===== src/rtl/spr_pkg.sv =====
package spr_pkg;
    // number of ordered write stages in the chain
    parameter int unsigned STAGES = 2;
endpackage


===== src/rtl/spr_mux_stage.sv =====
module spr_mux_stage #(
    parameter int unsigned WIDTH = 16
) (
    input  logic [WIDTH-1:0] hold_val,
    input  logic [WIDTH-1:0] wr_data,
    input  logic             wr_en,
    output logic [WIDTH-1:0] pass_val
);
    always_comb begin
        unique case (wr_en)
            1'b1:    pass_val = wr_data;
            default: pass_val = hold_val;
        endcase
    end
endmodule


===== src/rtl/spr_store.sv =====
module spr_store #(
    parameter int unsigned   WIDTH     = 16,
    parameter logic [WIDTH-1:0] RESET_VAL = '0
) (
    input  logic             clk,
    input  logic             rst,
    input  logic [WIDTH-1:0] d,
    output logic [WIDTH-1:0] q
);
    always_ff @(posedge clk) begin
        if (rst) q <= RESET_VAL;
        else     q <= d;
    end
endmodule


===== src/rtl/seq_port_reg.sv =====
module seq_port_reg
    import spr_pkg::*;
#(
    parameter int unsigned      WIDTH     = 16,
    parameter logic [WIDTH-1:0] RESET_VAL = 16'hA5C3
) (
    input  logic             clk,
    input  logic             rst,
    input  logic [WIDTH-1:0] wr_first_data,
    input  logic             wr_first_en,
    input  logic [WIDTH-1:0] wr_second_data,
    input  logic             wr_second_en,
    output logic [WIDTH-1:0] rd_first,
    output logic [WIDTH-1:0] rd_second
);
    logic [WIDTH-1:0] stage_val [STAGES+1];
    logic [WIDTH-1:0] port_data [STAGES];
    logic             port_en   [STAGES];
    logic [WIDTH-1:0] stored;

    assign port_data[0] = wr_first_data;
    assign port_en[0]   = wr_first_en;
    assign port_data[1] = wr_second_data;
    assign port_en[1]   = wr_second_en;
    assign stage_val[0] = stored;

    // ordered chain: later stage overrides earlier stage
    for (genvar i = 0; i < STAGES; i++) begin : g_stage
        spr_mux_stage #(.WIDTH(WIDTH)) u_stage (
            .hold_val (stage_val[i]),
            .wr_data  (port_data[i]),
            .wr_en    (port_en[i]),
            .pass_val (stage_val[i+1])
        );
    end

    spr_store #(.WIDTH(WIDTH), .RESET_VAL(RESET_VAL)) u_store (
        .clk (clk),
        .rst (rst),
        .d   (stage_val[STAGES]),
        .q   (stored)
    );

    assign rd_first  = stored;
    assign rd_second = stage_val[1];

    always_comb begin
        if (!rst && wr_first_en)
            AST_BYPASS_FIRST: assert (rd_second == wr_first_data);
        if (!rst && !wr_first_en)
            AST_SECOND_SEES_STORED: assert (rd_second == rd_first);
    end

    AST_KEEP_IDLE: assert property (@(posedge clk) disable iff (rst)
        (!wr_first_en && !wr_second_en) |=> (rd_first == $past(rd_first)));

    AST_TAKE_FIRST: assert property (@(posedge clk) disable iff (rst)
        (wr_first_en && !wr_second_en) |=> (rd_first == $past(wr_first_data)));

    AST_SECOND_WINS: assert property (@(posedge clk) disable iff (rst)
        wr_second_en |=> (rd_first == $past(wr_second_data)));
endmodule


===== config.mk =====
export PLATFORM = sky130hd
export DESIGN_NAME = seq_port_reg
export DESIGN_NICKNAME = d
export VERILOG_FILES = /design/src/rtl/spr_pkg.sv /design/src/rtl/spr_mux_stage.sv /design/src/rtl/spr_store.sv /design/src/rtl/seq_port_reg.sv
export SDC_FILE = /design/constraint.sdc
export NUM_CORES = 1
export LEC_CHECK = 0
export CORE_ASPECT_RATIO = 2
export CORE_MARGIN = 4
export CORE_UTILIZATION = 32
export DETAILED_ROUTE_END_ITERATION = 12
export GPL_TIMING_DRIVEN = 1
export PLACE_DENSITY = 0.91
export RECOVER_POWER = 50
export REMOVE_ABC_BUFFERS = 1
export SLEW_MARGIN = 30
export SYNTH_ARGS = -nofsm -noshare
export SYNTH_HDL_FRONTEND = slang
export SYNTH_SLANG_ARGS = --single-unit
export TNS_END_PERCENT = 20

===== constraint.sdc =====
create_clock -name clk -period 1.3 [get_ports clk]
set_input_delay 0.13 -clock clk [delete_from_list [all_inputs] [get_ports clk]]
set_output_delay 0.13 -clock clk [all_outputs]
set_load 0.02 [all_outputs]

# Word-level counts from Yosys, hierarchy flattened
# Index checks and enable logic that the tools add are counted.
# Widths: inputs -> output; s select.
[word_totals] register_bits=16 input_bits=36 word_cells=3
[classes] mux=2
[ops] cell="$mux 16" n=2

# Logic depth before layout (Yosys ltp)
[logic_depth] ltp_word=2 depth_mapped=4 depth_no_buf=2

# Cells and area by module
# A second synthesis with hierarchy kept.
[hier_totals] hier_cells=69 hier_area_um2=937.1
[modules_own_cells] module="spr_mux_stage" cells_each=18 area_per_inst_um2=249.0 n_inst=2 seq_area_each_um2=0.0
[modules_own_cells] module="spr_store" cells_each=33 area_per_inst_um2=439.2 n_inst=1 seq_area_each_um2=320.3

# Worst setup path before layout
# OpenSTA, ideal clock, no wires.
[synth_timing] path_type="in2reg" start="input wr_first_en" end="register u_store.q[11]" slack_ns=0.225 setup_time_ns=0.116 n_path_buf=2 arrival_ns=0.958 required_time_ns=1.184 cell_stages=4 cell_sequence="buf_6 -> buf_12 -> mux2_2 -> o211a_1"
[synth_between] elab_chain_len=2
[synth_rtl] item="from (decl)" line="seq_port_reg.sv:10" text="input logic wr_first_en,"
[synth_rtl] item="$mux 16" line="spr_mux_stage.sv:10" text="unique case (wr_en)"
[synth_rtl] item="via rd_second[11]" line="seq_port_reg.sv:14" text="output logic [WIDTH-1:0] rd_second"
[synth_rtl] item="$mux 16" line="spr_mux_stage.sv:10"
[synth_rtl] item="to (signal assigned)" line="spr_store.sv:11" text="if (rst) q <= RESET_VAL;"
[synth_rtl] item="to (signal assigned)" line="spr_store.sv:12" text="else q <= d;"
[synth_rtl] item="to (decl)" line="spr_store.sv:8" text="output logic [WIDTH-1:0] q"
# The timed path passes the listed nets, and every way through them passes these cells.
# A chain may end at the register's enable or synchronous reset.

# Final worst setup path
[layout_timing] start="input wr_first_en" end="output rd_second[9]"
[layout_between] elab_chain_len=1
[layout_rtl] item="$mux 16" line="spr_mux_stage.sv:10"
[layout_rtl] item="to (decl)" line="seq_port_reg.sv:14"
# Every way passes these cells.

==> impl_metrics.csv <==
group,metric,value,unit
outcome,status,"finished, final reports clean",
layout,reg_top3,"u_store.q x16",
critical_path,crit_type,"input port to output pin",
logic_synthesis,yosys_warnings,0,
pwr,power.density,891,nW/um^2
critical_path,cp-start-kind,"input port",
sta,clock_skew,0,ns
global_route,grt_pass1_wl,4330,um
floorplanning,initial_core_util,34.1,%
layout,layout_commonest_cell,"clkdlybuf4s50_1",
global_route,grt_start_max_net_pins,14,
layout,largest_reg_flops,16,
critical_path,r2r-start,"u_store.q[10]$_SDFF_PP1_",
floorplanning,die-width,44.0,um
drt,first_pass_iters,2,
global_route,grt_pass1_vias,947,
logic_synthesis,synth_sequential_area_ratio,38.6,%
clock_tree,cts_tree,"done",
sta,post-route-period-util,97.7,%
logic_synthesis,syn-mean-instance-area,11.7,sq um
pwr,total_power,0.00140,W
clock_tree,numCtsBuffers,3,
global_route,grt_overflow,0,
drt,final_antenna_net_count,0,
drt,drt_wl_total,2840,um
pwr,p_leak,0.714,nW
global_route,use_met3,3.59,%
logic_synthesis,ys_ff_latch,16,
logic_synthesis,synth_cell_types,13,
sta,setup_viol,0,
clock_tree,holdBufCountCts,0,
clock_tree,root_buffer,"clkbuf_8",
layout,fillCellCount,219,
sta,worst_pin_slew,0.265,ns
critical_path,critPathCaptureType,"output pin",
clock_tree,clock_sinks,16,
place,gp_congestion,0.804,
layout,final_nets,182,
clock_tree,h-tree-depth,1,
sta,layout_min_cycle_time,1.27,ns
floorplanning,die-area,3530,sq um
critical_path,arrival,1.14,ns
critical_path,worstSetupStartpoint,"wr_first_en",
clock_tree,post-cts-setup-buffers,0,
floorplanning,core_area,2440,sq um
drt,initialDrtViolationCount,11,
floorplanning,fp-row-count,25,
global_route,gr-usage-met1,13.8,%
global_route,gr-usage-met2,32.7,%
critical_path,path_max_fanout,8,
sta,rsz0062_at_grt,"false",
drt,num_vias,866,
layout,final_cell_mix,"34 x clkdlybuf4s50_1, 16 x dlygate4sd2_1, 16 x dfxtp_1",
clock_tree,cts_buffer_depth,2,
clock_tree,clock_latency,0.25,ns
global_route,track_usage,16.6,%
pwr,peakVddDrop,0.613,mV
sta,slew_viol_final,0,
critical_path,cp.required,1.17,ns
drt,wire_per_inst,16.6,um
global_route,top_usage_layer,"met2",
sta,max-slew-margin-rel,82.3,%
clock_tree,clkTransAtPathRegs,0.06,ns
drt,drc_errors,0,
layout,top_register,"u_store.q",
layout,final_cell_area,1580,sq um
sta,max_freq,787,MHz
sta,finalHoldViolations,0,
place,portBuffers,67,
worst_hold_path,hold_class,"input port to flip-flop",
floorplanning,ios,68,
layout,n_antenna_cell,0,
layout,area_delta_synth_final,89.8,%
place,placed_area,1560,sq um
flow_run,cap_viol_max_count,0,
layout,drive_above_1_share,35.4,%
drt,vias_per_cell,5.06,
place,dp_hpwl,2310,um
global_route,antenna_found_initial,0,
logic_synthesis,synth_area,831,sq um
floorplanning,fp.dieH,80.1,um
worst_hold_path,worstHoldStart,"wr_first_en",
logic_synthesis,synthCells,71,
## path summary, 6_finish.rpt
| kind | end | slack (ns) | cells after the start |
|---|---|---|---|
| hold reg to reg | u_store.q[6]$_SDFF_PP1_ | 0.61 | 2 |
| setup / recovery | rd_second[9] | 0.03 | 4 |
| setup reg to reg | u_store.q[10]$_SDFF_PP1_ | 0.36 | 2 |
| hold / removal | u_store.q[1]$_SDFF_PP1_ | 0.54 | 4 |
## cells by family after synthesis
kind of cell	after synthesis	share of synthesized area, %
AO/OA/AOI/OAI	16	18.1
buffers and inverters	7	6.32
AND/OR/NAND/NOR	16	14.5
flip-flops	16	38.6
multiplexers	16	22.6
## report_power, final
part	leakage [nW]	switching (W)	internal, W	total [W]
sequential	0.133	0.0000170	0.000528	0.000545
clock	0.0216	0.000153	0.000205	0.000358
combinational	0.560	0.000224	0.000277	0.000501
total	0.714	0.000394	0.00101	0.00140
## synth_stat cells
cell / number / area, sq um
clkbuf_1: 1 / 3.75
buf_2: 2 / 10.0
inv_1: 1 / 3.75
dfxtp_1: 16 / 320
o211a_1: 8 / 80.1
nand2b_1: 8 / 50.1
buf_6: 1 / 11.3
or3b_2: 8 / 70.1
mux2_2: 14 / 158
mux2_4: 2 / 30.0
buf_12: 1 / 20.0
o31a_1: 8 / 70.1
buf_1: 1 / 3.75
## through the flow
step	std cells	worst slack, ns	util [%]	hold slack, ns	setup TNS (ns)
after floorplan	65	0.249	-	0.262	0
after global placement	167	-0.549	63.9	0.581	-11.49
after detailed placement	167	-0.558	63.9	0.612	-11.70
after CTS	171	0.0184	64.9	0.538	0
after global routing	171	0.00170	64.6	0.552	0
final	171	0.0297	64.6	0.540	0
## layer usage
layer,share of wire (%),vias to the layer above
met5,0,-
met4,4.2,0
met3,6.0,10
met2,61,38
met1,29,406
li1,-,412
## cell type report
class                      instances  area, sq um  area share, %
tap                               27         33.8           2.14
multi-input combinational         48          458           29.0
sequential                        16          320           20.3
timing repair buffer              76          719           45.6
clock buffer                       3         41.3           2.62
inverter                           1         3.75          0.238
## what timing repair did
item                                    in CTS  in global routing
endpoints found under the setup margin      32                  0
endpoints found under the hold margin        0                  0
resized for setup                           74                  0
## worst max-delay path, cell delays in order
cell             delay [ns]
clkdlybuf4s15_2        0.22
bufbuf_16              0.28
mux2_2                 0.35
buf_2                  0.17
(Power assumes the default switching activity.)
